--- config.mk ---
export PLATFORM = sky130hd
export DESIGN_NAME = rds_separator
export DESIGN_NICKNAME = d
export VERILOG_FILES = /design/src/rtl/rds_pkg.sv /design/src/rtl/rds_pulse_sync.sv /design/src/rtl/rds_window_gen.sv /design/src/rtl/rds_capture.sv /design/src/rtl/rds_mark_detect.sv /design/src/rtl/rds_separator.sv
export SDC_FILE = /design/constraint.sdc
export NUM_CORES = 1
export LEC_CHECK = 0
export ABC_AREA = 1
export BUFFER_PORTS_ARGS = -buffer_cell sky130_fd_sc_hd__clkbuf_2
export CAP_MARGIN = 20
export CORE_ASPECT_RATIO = 0.75
export CORE_MARGIN = 3
export CORE_UTILIZATION = 35
export DETAILED_ROUTE_END_ITERATION = 8
export PLACE_DENSITY_LB_ADDON = 0.12
export SLEW_MARGIN = 20
export SYNTH_ARGS = -nofsm -noshare
export SYNTH_HDL_FRONTEND = slang
export SYNTH_SLANG_ARGS = --single-unit
--- constraint.sdc ---
create_clock -name clk -period 4.1 [get_ports clk]
set_input_delay 0.82 -clock clk [delete_from_list [all_inputs] [get_ports clk]]
set_output_delay 0.82 -clock clk [all_outputs]
set_load 0.01 [all_outputs]
--- src/rtl/rds_pkg.sv ---
package rds_pkg;

  typedef enum logic {WIN_A = 1'b0, WIN_B = 1'b1} win_t;

  localparam logic [15:0] DEFAULT_MARK = 16'h4489;

  // bit 1: match ending on the A half (hist[16:1]); bit 0: ending on B (hist[15:0])
  function automatic logic [1:0] mark_hits(input logic [16:0] hist, input logic [15:0] mark);
    logic [1:0] h;
    h[1] = (hist[16:1] == mark);
    h[0] = (hist[15:0] == mark);
    return h;
  endfunction

endpackage

--- src/rtl/rds_pulse_sync.sv ---
module rds_pulse_sync #(
  parameter int STAGES = 2
) (
  input  logic clk,
  input  logic rst,
  input  logic raw,
  output logic rise
);
  logic [STAGES-1:0] sync_q;
  logic              last_q;

  always_ff @(posedge clk) begin
    if (rst) begin
      sync_q <= '0;
      last_q <= 1'b0;
    end else begin
      sync_q <= {sync_q[STAGES-2:0], raw};
      last_q <= sync_q[STAGES-1];
    end
  end

  assign rise = sync_q[STAGES-1] & ~last_q;

  // a held level yields a single detected edge
  assert_single_edge_R4: assert property (@(posedge clk) disable iff (rst)
    rise |=> !rise);

endmodule

--- src/rtl/rds_window_gen.sv ---
module rds_window_gen #(
  parameter int DIV_FAST = 1,
  parameter int DIV_SLOW = 20,
  parameter int CNT_W    = 5
) (
  input  logic          clk,
  input  logic          rst,
  input  logic          run,
  input  logic          loop_ref,
  input  logic          chan_slow,
  output rds_pkg::win_t phase,
  output logic          cell_end
);
  import rds_pkg::*;

  logic [CNT_W-1:0] cnt_q;
  logic [CNT_W-1:0] term;
  logic             half_end;

  always_comb begin
    term     = chan_slow ? CNT_W'(DIV_SLOW - 1) : CNT_W'(DIV_FAST - 1);
    half_end = run && loop_ref && (cnt_q >= term);
    cell_end = half_end && (phase == WIN_B);
  end

  always_ff @(posedge clk) begin
    if (rst || !run) begin
      cnt_q <= '0;
      phase <= WIN_A;
    end else if (loop_ref) begin
      if (cnt_q >= term) begin
        cnt_q <= '0;
        phase <= (phase == WIN_A) ? WIN_B : WIN_A;
      end else begin
        cnt_q <= cnt_q + 1'b1;
      end
    end
  end

  // a cell always closes out of window B and reopens in window A
  assert_cell_restarts_a_R2: assert property (@(posedge clk) disable iff (rst)
    cell_end |=> (phase == WIN_A));

  assert_gate_low_phase_R10: assert property (@(posedge clk) disable iff (rst)
    !run |=> (phase == WIN_A));

endmodule

--- src/rtl/rds_capture.sv ---
module rds_capture #(
  parameter int WIN_IDX = 0
) (
  input  logic          clk,
  input  logic          rst,
  input  logic          run,
  input  logic          pulse,
  input  rds_pkg::win_t phase,
  input  logic          cell_end,
  output logic          bit_next,
  output logic          bit_hold
);
  localparam logic WBIT = WIN_IDX[0];

  logic cap_q;
  logic in_win;

  always_comb begin
    in_win   = pulse && (logic'(phase) == WBIT);
    bit_next = cap_q | in_win;
  end

  always_ff @(posedge clk) begin
    if (rst || !run) begin
      cap_q    <= 1'b0;
      bit_hold <= 1'b0;
    end else if (cell_end) begin
      bit_hold <= bit_next;
      cap_q    <= 1'b0;
    end else if (in_win) begin
      cap_q <= 1'b1;
    end
  end

  // second rank changes only at a cell boundary
  assert_hold_stable_R2: assert property (@(posedge clk) disable iff (rst)
    (run && !cell_end) |=> $stable(bit_hold));

endmodule

--- src/rtl/rds_mark_detect.sv ---
module rds_mark_detect #(
  parameter logic [15:0] MARK = rds_pkg::DEFAULT_MARK
) (
  input  logic clk,
  input  logic rst,
  input  logic run,
  input  logic resync,
  input  logic cell_end,
  input  logic a_next,
  input  logic b_next,
  output logic found,
  output logic sel_b,
  output logic data_bit,
  output logic data_stb
);
  import rds_pkg::*;

  logic [16:0] hist_q;
  logic [16:0] hist_n;
  logic [1:0]  hits;

  always_comb begin
    hist_n = {hist_q[14:0], a_next, b_next};
    hits   = mark_hits(hist_n, MARK);
  end

  always_ff @(posedge clk) begin
    if (rst) begin
      hist_q   <= '0;
      found    <= 1'b0;
      sel_b    <= 1'b0;
      data_bit <= 1'b0;
      data_stb <= 1'b0;
    end else begin
      data_stb <= 1'b0;
      if (!run) begin
        hist_q   <= '0;
        found    <= 1'b0;
        sel_b    <= 1'b0;
        data_bit <= 1'b0;
      end else begin
        if (cell_end) hist_q <= hist_n;
        if (resync) begin
          found <= 1'b0;
          sel_b <= 1'b0;
        end else if (cell_end) begin
          if (found) begin
            data_stb <= 1'b1;
            data_bit <= sel_b ? b_next : a_next;
          end else if (hits != 2'b00) begin
            found <= 1'b1;
            sel_b <= !hits[1];
          end
        end
      end
    end
  end

  assert_data_after_lock_R7: assert property (@(posedge clk) disable iff (rst)
    data_stb |-> found);

  assert_lock_latched_R8: assert property (@(posedge clk) disable iff (rst)
    (found && run && !resync) |=> (found && $stable(sel_b)));

  assert_lock_at_cell_end_R5: assert property (@(posedge clk) disable iff (rst)
    $rose(found) |-> $past(cell_end));

  assert_resync_clears_R9: assert property (@(posedge clk) disable iff (rst)
    (run && resync) |=> (!found && !data_stb));

  assert_gate_clears_R10: assert property (@(posedge clk) disable iff (rst)
    !run |=> (!found && !data_stb));

endmodule

--- src/rtl/rds_separator.sv ---
module rds_separator #(
  parameter int          SYNC_STAGES = 2,
  parameter int          DIV_FAST    = 1,
  parameter int          DIV_SLOW    = 20,
  parameter logic [15:0] MARK        = rds_pkg::DEFAULT_MARK
) (
  input  logic clk,
  input  logic rst,
  input  logic raw_pulse,
  input  logic loop_ref,
  input  logic chan_slow,
  input  logic read_gate,
  input  logic resync,
  output logic nrz_a,
  output logic nrz_b,
  output logic cell_stb,
  output logic mark_found,
  output logic stream_b_sel,
  output logic data_bit,
  output logic data_stb
);
  import rds_pkg::*;

  localparam int DIV_MAX  = (DIV_FAST > DIV_SLOW) ? DIV_FAST : DIV_SLOW;
  localparam int CNT_W    = (DIV_MAX < 2) ? 1 : $clog2(DIV_MAX);
  localparam int N_WIN    = 2;

  logic       pulse;
  win_t       phase;
  logic       cell_end;
  logic [N_WIN-1:0] bit_next;
  logic [N_WIN-1:0] bit_hold;

  rds_pulse_sync #(.STAGES(SYNC_STAGES)) u_sync (
    .clk  (clk),
    .rst  (rst),
    .raw  (raw_pulse),
    .rise (pulse)
  );

  rds_window_gen #(.DIV_FAST(DIV_FAST), .DIV_SLOW(DIV_SLOW), .CNT_W(CNT_W)) u_win (
    .clk       (clk),
    .rst       (rst),
    .run       (read_gate),
    .loop_ref  (loop_ref),
    .chan_slow (chan_slow),
    .phase     (phase),
    .cell_end  (cell_end)
  );

  for (genvar w = 0; w < N_WIN; w++) begin : g_cap
    rds_capture #(.WIN_IDX(w)) u_cap (
      .clk      (clk),
      .rst      (rst),
      .run      (read_gate),
      .pulse    (pulse),
      .phase    (phase),
      .cell_end (cell_end),
      .bit_next (bit_next[w]),
      .bit_hold (bit_hold[w])
    );
  end

  rds_mark_detect #(.MARK(MARK)) u_mark (
    .clk      (clk),
    .rst      (rst),
    .run      (read_gate),
    .resync   (resync),
    .cell_end (cell_end),
    .a_next   (bit_next[0]),
    .b_next   (bit_next[1]),
    .found    (mark_found),
    .sel_b    (stream_b_sel),
    .data_bit (data_bit),
    .data_stb (data_stb)
  );

  always_ff @(posedge clk) begin
    if (rst) cell_stb <= 1'b0;
    else     cell_stb <= cell_end;
  end

  assign nrz_a = bit_hold[0];
  assign nrz_b = bit_hold[1];

  // data is only ever offered alongside a cell strobe
  assert_data_with_cell_R7: assert property (@(posedge clk) disable iff (rst)
    data_stb |-> cell_stb);

endmodule

==> results of run 1 <==
## placed cells by master (no fill, tap or decap)
cell      synthesis  routed
nor3_1            1       1
o21ai_1           6       6
nand2_2           1       1
clkbuf_2          0      13
xor2_1            3       3
dfxtp_1          31      31
nand3_1          13      13
o21ai_0          10      10
nor2_1           29      29
nor2_2            2       2
or2_1             1       1
nand3_4           1       1
a211oi_1          1       1
nand3_2           1       1
a21boi_1          1       1
clkbuf_1          1       1
nand2_1          22      22
inv_1            31      31
nand4_1           4       4
inv_2             1       1
a21oi_2           1       1
ha_1              4       4
clkbuf_8          0       7
a21oi_1          17      17
## layout make-up
type / instances / share of cell area
clock buffer: 8 / 0.0635
multi-input combinational: 118 / 0.384
timing repair buffer: 13 / 0.0413
tap: 52 / 0.0413
inverter: 32 / 0.0763
sequential: 31 / 0.394
## synth_stat cells, drive strengths merged
| cell | n | share of area |
|---|---|---|
| buf | 4 | 0.021 |
| nand3 | 15 | 0.067 |
| ha | 4 | 0.036 |
| nor3 | 1 | 0.0036 |
| nand2 | 23 | 0.064 |
| a211oi | 1 | 0.0055 |
| nand4 | 4 | 0.018 |
| xor2 | 3 | 0.019 |
| inv | 32 | 0.087 |
| a21boi | 1 | 0.0055 |
| dfxtp | 31 | 0.45 |
| o21ai | 16 | 0.058 |
| nor2 | 31 | 0.088 |
| or2 | 1 | 0.0045 |
| clkbuf | 1 | 0.0027 |
| a21oi | 18 | 0.068 |
## metal layers
| metal | track usage | share of wire | vias to the layer above |
|---|---|---|---|
| li1 | - | - | 625 |
| met1 | 0.196 | 0.57 | 496 |
| met2 | 0.166 | 0.35 | 33 |
| met3 | 0.0460 | 0.065 | 4 |
| met4 | 0.0773 | 0.017 | 0 |
| met5 | 0 | 0 | - |
## stage by stage
stage	instance area, um2	hold WS, ns
floorplan	1380	0.388
global placement	1480	0.390
detailed placement	1480	0.403
CTS	1580	0.413
global route	1580	0.429
finish	1580	0.405
## power groups by stage
stage | Sequential, uW | Clock (uW) | Combinational, uW
4_1_cts | 306 | 265 | 27.2
3_5_place_dp | 313 | 0 | 26.9
3_3_place_gp | 313 | 0 | 25.9
6_report | 306 | 255 | 26.7
2_1_floorplan | 312 | 0 | 19.0
5_1_grt | 306 | 279 | 31.2
## cell families after synthesis
logic type	count (synthesis)	share of synthesized area
compound gates	36	0.137
buf+inv	37	0.111
simple gates	75	0.246
xor+xnor	3	0.0191
fa+ha+maj	4	0.0363
flops	31	0.451
## sequential cells by signal, indices dropped and copies added (netlist names)
signal / count
u_mark.hist_q: 15
u_win.cnt_q: 5
g_cap.u_cap.cap_q: 2
u_sync.sync_q: 2
cell_stb: 1
u_mark.data_bit: 1
u_mark.data_stb: 1
u_mark.found: 1
u_mark.sel_b: 1
u_sync.last_q: 1
u_win.phase: 1
## worst min-delay path, cell delays in order (launching register included)
cell	delay, ns
dfxtp_1	0.29
inv_1	0.04
nor2_1	0.03
## worst min-delay path by stage
stage,end,cells after the start
CTS,u_sync.sync_q[1]$_SDFF_PP0_,2
global placement,u_sync.sync_q[1]$_SDFF_PP0_,2
detailed placement,u_sync.sync_q[1]$_SDFF_PP0_,2
global route,u_sync.sync_q[1]$_SDFF_PP0_,2
finish,u_sync.sync_q[1]$_SDFF_PP0_,2
floorplan,u_sync.sync_q[1]$_SDFF_PP0_,2
==> impl_metrics.yaml, run 1 <==
place:
  dpl.hpwl_um: 2190
  post-place-cells: 246
  place_ws_ns: 1.74
  place.gp.congestion: 0.840
  port_buffers: 13
cells_and_area:
  syn_to_final_growth_pct: 14.4
  register_area_um2: 621
  nNetsFinal: 212
  instances_no_fill: 254
  fillCellCount: 411
  layout.core_utilization: 0.422
  drive_gt1_frac: 0.134
  multi_input_area_um2: 604
  diodes: 0
clock_network:
  cts_resized: 0
  clock-sinks: 31
  cts_tree: "yes"
  clock_tree.root_cell: "clkbuf_8"
  hold_buffers: 0
  cts_max_path_buffers: 2
  cts_buffers: 5
  clk_latency_ns: 0.28
  cts_setup_buffers: 0
  h-tree-depth: 2
  clk_pin_slew_ns: 0.06
yosys:
  synth_seq_area_share: 0.450
  synth.distinct_cells: 25
  synth_warnings: 0
  synth_cells: 186
  synth_nets: 197
  ys_ff_latch: 31
  netlist_area_mm2: 0.00138
  avgSynthCellArea_um2: 7.41
die:
  dieHeight_um: 60.3
  io_pins: 14
  die_area_mm2: 0.00473
  start_util: 0.369
  core_mm2: 0.00373
  fp-row-count: 19
  die_x_um: 78.4
power:
  clock_power_share: 0.434
  pwr-share-comb: 0.045
  switching_power_uw: 122
  p_seq_frac: 0.521
  finalPower_uw: 588
  p_sw_frac: 0.207
  power_leakage_uw: 0.000670
  internal_power_uw: 466
  ir_drop_mv: 0.206
  p_per_area_mw_per_mm2: 373
worst_setup_path:
  slowest_stage: "ha_1"
  critPathKind: "input port to flop"
  crit_path_end_kind: "flop"
  worstReg2RegEnd: "u_mark.data_bit$_SDFFE_PP0P_"
  cp.arrival_ns: 2.26
  cp-start-kind: "input port"
  crit_family: "simple AND/OR/NAND/NOR gates"
  startpoint: "chan_slow"
  worstPathRequired_ns: 4.31
  ff2ff_setup_slack_ns: 2.31
  path_common_cell: "nand2_1"
  path_buf_inv: 3
  endpoint: "u_mark.data_bit$_SDFFE_PP0P_"
  ff2ff_path_depth: 11
  worst-path-stages: 11
  crit_path_cell_trace: "clkbuf_2 > inv_1 > ha_1 > or2_1 > nand2_1 > nand2_2 > nand3_4 > inv_2 > nand2_1 > nand2_1 > a21oi_2"
  crit_fanout: 26
  crit_path_max_incr_delay_ns: 0.29
  rr_startpoint: "u_win.cnt_q[0]$_SDFFE_PP0P_"
detailed_routing:
  wl_per_cell_um: 11.3
  ant_nets: 0
  wirelength_um: 2860
  drt_first_pass_iters: 4
  drc: 0
  vias: 1158
  drtIter0Drc: 62
  avgViaCountPerCell: 4.56
sta:
  period_needed_ns: 2.05
  max_slew_margin: 0.561
  report.final.slew_viol_count: 0
  hold_viol: 0
  clock.fmax_mhz: 488
  setup_ws_ns: 2.05
  clock_skew_ns: 0.00460
  tightest_slew_ns: 0.658
  finalCritPeriodShare: 0.499
  rsz0062_at_grt: "no"
  report.final.setup_viol: 0
  finalSetupTns_ns: 0
global_route:
  grt_overflow: 0
  grt_start_max_net_pins: 27
  grt.total_usage: 0.134
  grt_pass1_wl_um: 4730
  grt_pass1_vias: 1049
  antenna_found_initial: 0
min_path:
  hp-start: "u_sync.sync_q[0]$_SDFF_PP0_"
  hold_class: "flop to flop"
outcome:
  status: "finished clean"
flow_run:
  maxCapViolations: 0
(Power assumes the default switching activity.)
==> run 2, diff against run 1 <==
clock period = 1.9 ns   (was 4.1 ns; I/O delays follow)
==> run 2 against run 1 <==
  * Count of clock-buffer cells in the layout is 1 lower
  * Critical path depth stayed put
  * Cell count is 1.6% higher
  * Design area is 0.87% higher
  * Core utilization is 0.37 points higher
  * Global-route usage is 0.23 points lower
  * Routed wire length is 2.3% higher
  * Sequential share of layout area is 0.34 points lower
  * Critical path type is now flop to flop
  * Highest routed layer is now met3
==> impl_metrics.yaml, run 2 (same netlist as run 1, synthesis figures left out) <==
outcome:
  status: "finished clean"
cells_and_area:
  diodes: 0
  fillCellCount: 387
  mostFrequentLayoutCells: "inv_1, dfxtp_1, nor2_1"
  top_regs: "u_mark.hist_q x15, u_win.cnt_q x5"
  largest-register: "u_mark.hist_q"
  instances_no_fill: 258
  nNetsFinal: 216
  syn_to_final_growth_pct: 15.3
  largest_reg_flops: 15
  drive_gt1_frac: 0.146
global_route:
  grt_start_max_net_pins: 22
  grt.total_usage: 0.131
  antenna_found_initial: 0
  use_met2: 0.173
  use_met3: 0.0445
  grt_overflow: 0
  top_usage_layer: "met1"
  use_met1: 0.193
  grt_pass1_vias: 1012
  grt_pass1_wl_um: 4720
power:
  pwr-share-comb: 0.052
  p_per_area_mw_per_mm2: 764
  ir_drop_mv: 0.329
  p_seq_frac: 0.544
  switching_power_uw: 278
  internal_power_uw: 935
  power_leakage_uw: 0.000675
  p_sw_frac: 0.229
  finalPower_uw: 1210
  clock_power_share: 0.404
worst_setup_path:
  critPathKind: "flop to flop"
  worstPathRequired_ns: 2.07
  crit_path_max_incr_delay_ns: 0.38
  ff2ff_path_depth: 11
  crit_path_cell_trace: "inv_1 > ha_1 > inv_1 > nand2_1 > nand3_1 > nand2_2 > nand3_4 > inv_2 > nand2_1 > nand2_1 > a21oi_2"
  path_buf_inv: 3
  path_common_cell: "nand2_1"
  slowest_stage: "dfxtp_1"
  startpoint: "u_win.cnt_q[0]$_SDFFE_PP0P_"
  crit_family: "simple AND/OR/NAND/NOR gates"
  ff2ff_setup_slack_ns: 0.21
  rr_startpoint: "u_win.cnt_q[0]$_SDFFE_PP0P_"
  worst-path-stages: 11
  cp.arrival_ns: 1.86
  endpoint: "u_mark.data_bit$_SDFFE_PP0P_"
  worstReg2RegEnd: "u_mark.data_bit$_SDFFE_PP0P_"
  cp-start-kind: "flop"
  crit_path_end_kind: "flop"
  crit_fanout: 12
flow_run:
  maxCapViolations: 0
sta:
  report.final.slew_viol_count: 0
  report.final.setup_viol: 0
  tightest_slew_ns: 0.370
  finalCritPeriodShare: 0.888
  period_needed_ns: 1.69
  clock_skew_ns: 0.00985
  max_slew_margin: 0.753
  clock.fmax_mhz: 593
  hold_viol: 0
  finalSetupTns_ns: 0
  fin_hold_ws_ns: 0.290
  rsz0062_at_grt: "no"
place:
  dpl.hpwl_um: 2160
  post-place-cells: 249
  place.gp.congestion: 0.847
  port_buffers: 13
clock_network:
  cts_tree: "yes"
  clk_latency_ns: 0.28
  cts_max_path_buffers: 2
  clock-sinks: 31
  clk_pin_slew_ns: 0.06
  clock_tree.root_cell: "clkbuf_8"
  cts_setup_buffers: 0
  h-tree-depth: 2
  cts_buffers: 5
detailed_routing:
  wl_per_cell_um: 11.3
  drt_first_pass_iters: 4
  drtIter0Drc: 77
  drc: 0
  ant_nets: 0
  vias: 1183
  avgViaCountPerCell: 4.59
  wirelength_um: 2930
die:
  fp-row-count: 19
  start_util: 0.369
  die_area_mm2: 0.00473
  die_x_um: 78.4
  dieHeight_um: 60.3
  io_pins: 14
  core_mm2: 0.00373
min_path:
  hold_class: "input port to flop"
==> run 2: cell types whose count changed in the layout (fill, tap and decap cells not counted), sizes merged <==
cell	before	now
clkbuf	21	20
clkinv	0	1
nand3	15	16
buf	0	3
==> run 2: power by group through the flow <==
stage	Combinational [uW]	Sequential, uW	Clock (uW)
after global routing	72.6	660	532
after detailed placement	60.9	675	0
after CTS	61.5	660	499
final	63.1	660	490
after global placement	60.4	674	0
after floorplan	41.1	673	0
==> run 2: layout make-up <==
| cell class | count | area, um2 | share of cell area |
|---|---|---|---|
| clock buffer | 7 | 76.3 | 0.0480 |
| inverter | 32 | 120 | 0.0756 |
| multi-input combinational | 119 | 614 | 0.387 |
| timing repair buffer | 16 | 87.6 | 0.0551 |
| sequential | 31 | 621 | 0.391 |
| clock inverter | 1 | 5.00 | 0.00315 |
| tap | 52 | 65.1 | 0.0409 |
==> run 2: worst min-delay path by stage <==
stage,start,to,cells past startpoint
2_1_floorplan,u_sync.sync_q[0]$_SDFF_PP0_,u_sync.sync_q[1]$_SDFF_PP0_,2
3_3_place_gp,u_sync.sync_q[0]$_SDFF_PP0_,u_sync.sync_q[1]$_SDFF_PP0_,2
3_5_place_dp,u_sync.sync_q[0]$_SDFF_PP0_,u_sync.sync_q[1]$_SDFF_PP0_,2
4_1_cts,raw_pulse,u_sync.sync_q[0]$_SDFF_PP0_,3
5_1_grt,raw_pulse,u_sync.sync_q[0]$_SDFF_PP0_,3
6_report,raw_pulse,u_sync.sync_q[0]$_SDFF_PP0_,3
==> run 2: what timing repair did <==
item / in CTS / in global routing
setup endpoints to repair: 0 / 8
hold buffers: 0 / 0
gates resized for setup: 0 / 0
==> run 2: per-stage QoR <==
step / cell area (um2) / setup slack [ns] / utilization
6_report: 1590 / 0.212 / 0.426
4_1_cts: 1580 / 0.132 / 0.423
5_1_grt: 1590 / 0.00143 / 0.426
2_1_floorplan: 1380 / 0.344 / -
3_5_place_dp: 1500 / 0.0152 / 0.401
3_3_place_gp: 1500 / 0.0962 / 0.401
==> run 2: per-layer routing <==
metal	up-vias	routed length (um)
li1	631	-
met1	520	1640
met2	32	1120
met3	0	166
met4	0	0
met5	-	0
==> run 2: worst min-delay path: cells and delay by family <==
family	cells	cell delay, ns
buf+inv	2	0.12
simple gates	1	0.03
==> run 3, diff against run 2 <==
BUFFER_PORTS_ARGS = not set   (was -buffer_cell sky130_fd_sc_hd__clkbuf_2)
DONT_BUFFER_PORTS = 1   (was not set)
==> run 3 against run 2 <==
  * Via count decreased by 4.9%
  * Critical path depth did not move
  * Count of clock-buffer cells in the layout down 1
  * First-iteration DRC count up 1.3%
  * Design area down 2.4%
  * Clock skew down 0.0082 ns
  * Largest cell class unchanged
  * Core utilization is 1.0 points lower
==> impl_metrics.yaml, run 3 (same netlist as run 1, synthesis figures left out) <==
die:
  start_util: 0.369
  die_x_um: 78.4
  core_mm2: 0.00373
  io_pins: 14
  die_area_mm2: 0.00473
  dieHeight_um: 60.3
  fp-row-count: 19
sta:
  rsz0062_at_grt: "no"
  report.final.setup_viol: 0
  setup_ws_ns: 0.242
  period_needed_ns: 1.66
  report.final.slew_viol_count: 0
  clock.fmax_mhz: 603
  tightest_slew_ns: 0.384
  hold_viol: 0
  finalSetupTns_ns: 0
  finalCritPeriodShare: 0.873
  max_slew_margin: 0.744
  clock_skew_ns: 0.00168
power:
  internal_power_uw: 1100
  ir_drop_mv: 0.362
  p_per_area_mw_per_mm2: 890
  power_leakage_uw: 0.000636
  p_seq_frac: 0.479
  finalPower_uw: 1380
  switching_power_uw: 282
  p_sw_frac: 0.204
  pwr-share-comb: 0.035
  clock_power_share: 0.486
clock_network:
  cts_setup_buffers: 0
  cts_resized: 0
  clk_latency_ns: 0.28
  cts_max_path_buffers: 2
  cts_tree: "yes"
  h-tree-depth: 2
  clock_tree.root_cell: "clkbuf_8"
  clock-sinks: 31
  cts_buffers: 5
  clk_pin_slew_ns: 0.06
  hold_buffers: 0
detailed_routing:
  highest_layer: "met4"
  drtIter0Drc: 78
  drt_first_pass_iters: 4
  met2_length_um: 945
  drc: 0
  avgViaCountPerCell: 4.61
  met1_length_um: 1640
  wirelength_um: 2820
  vias: 1125
  ant_nets: 0
  wl_per_cell_um: 11.6
  wl_met3_um: 172
worst_setup_path:
  ff2ff_path_depth: 11
  crit_fanout: 13
  cp.arrival_ns: 1.84
  path_buf_inv: 3
  crit_path_max_incr_delay_ns: 0.38
  worstReg2RegEnd: "u_mark.sel_b$_SDFFE_PP0P_"
  crit_family: "simple AND/OR/NAND/NOR gates"
  worstPathRequired_ns: 2.08
  slowest_stage: "dfxtp_1"
  ff2ff_setup_slack_ns: 0.24
  rr_startpoint: "u_win.cnt_q[0]$_SDFFE_PP0P_"
  crit_path_cell_trace: "inv_1 > ha_1 > inv_1 > nand2_1 > nand3_1 > nand2_2 > nand3_4 > inv_2 > nand3_1 > nand2_1 > nor2_1"
  cp-start-kind: "flop"
  crit_path_end_kind: "flop"
  critPathKind: "flop to flop"
min_path:
  holdPathStages: 1
  hold_class: "input port to flop"
  hp-start: "rst"
  hold_end: "u_sync.sync_q[1]$_SDFF_PP0_"
cells_and_area:
  diodes: 0
  largest-register: "u_mark.hist_q"
  largest_reg_flops: 15
  syn_to_final_growth_pct: 12.5
  fillCellCount: 409
  drive_gt1_frac: 0.0938
  nNetsFinal: 202
  mostFrequentLayoutCells: "inv_1, dfxtp_1, nor2_1"
  top_regs: "u_mark.hist_q x15, u_win.cnt_q x5"
  layout.core_utilization: 0.415
global_route:
  grt_start_max_net_pins: 14
  grt_overflow: 0
  grt_pass1_wl_um: 4770
  grt.total_usage: 0.135
  grt_pass1_vias: 1025
  antenna_found_initial: 0
place:
  place_ws_ns: 0.218
  port_buffers: 0
  dpl.hpwl_um: 2150
  place.gp.congestion: 0.844
flow_run:
  maxCapViolations: 0
outcome:
  status: "finished clean"
-- run 3: worst register-to-register path: cells and delay by family, from the launching register on --
| kind | cells | cell delay [ns] |
|---|---|---|
| adders and majority gates | 1 | 0.27 |
| DFF | 1 | 0.38 |
| buffers and inverters | 3 | 0.32 |
| and+or+nand+nor | 7 | 0.59 |
-- run 3: final cells by class --
class                      instances  area, um2  area share
timing repair buffer               3       22.5      0.0145
multi-input combinational        118        604       0.390
inverter                          32        120      0.0775
sequential                        31        621       0.400
clock buffer                       6       82.6      0.0533
tap                               52       65.1      0.0420
clock inverter                     2       35.0      0.0226
-- run 3: worst max path at each step --
| stage | start | to | slack [ns] | cells after the start |
|---|---|---|---|---|
| after floorplan | chan_slow | u_mark.hist_q[9]$_SDFFE_PP0P_ | 0.34 | 10 |
| after global placement | chan_slow | u_mark.data_bit$_SDFFE_PP0P_ | 0.25 | 10 |
| after detailed placement | chan_slow | u_mark.hist_q[2]$_SDFFE_PP0P_ | 0.22 | 9 |
| after CTS | u_win.cnt_q[0]$_SDFFE_PP0P_ | u_mark.data_bit$_SDFFE_PP0P_ | 0.23 | 11 |
| after global routing | u_win.cnt_q[0]$_SDFFE_PP0P_ | u_mark.data_bit$_SDFFE_PP0P_ | 0.04 | 11 |
| final | u_win.cnt_q[0]$_SDFFE_PP0P_ | u_mark.sel_b$_SDFFE_PP0P_ | 0.24 | 11 |
-- run 3: per-layer routing --
metal / GRT usage / up-vias
li1: - / 601
met1: 0.195 / 490
met2: 0.170 / 26
met3: 0.0534 / 8
met4: 0.0748 / 0
met5: 0 / -
-- run 3: through the flow --
step / hold WS [ns] / instances / instance area [um2]
floorplan: 0.388 / 186 / 1380
global placement: 0.393 / 236 / 1430
detailed placement: 0.398 / 236 / 1430
CTS: 0.149 / 244 / 1550
global route: 0.144 / 244 / 1550
finish: 0.159 / 244 / 1550
-- run 3: power by group through the flow --
stage          logic, uW  clock network, uW  registers [uW]
2_1_floorplan       41.1                  0             673
3_3_place_gp        47.1                  0             674
3_5_place_dp        48.6                  0             675
4_1_cts             48.8                684             660
5_1_grt             57.7                713             660
6_report            48.4                671             660
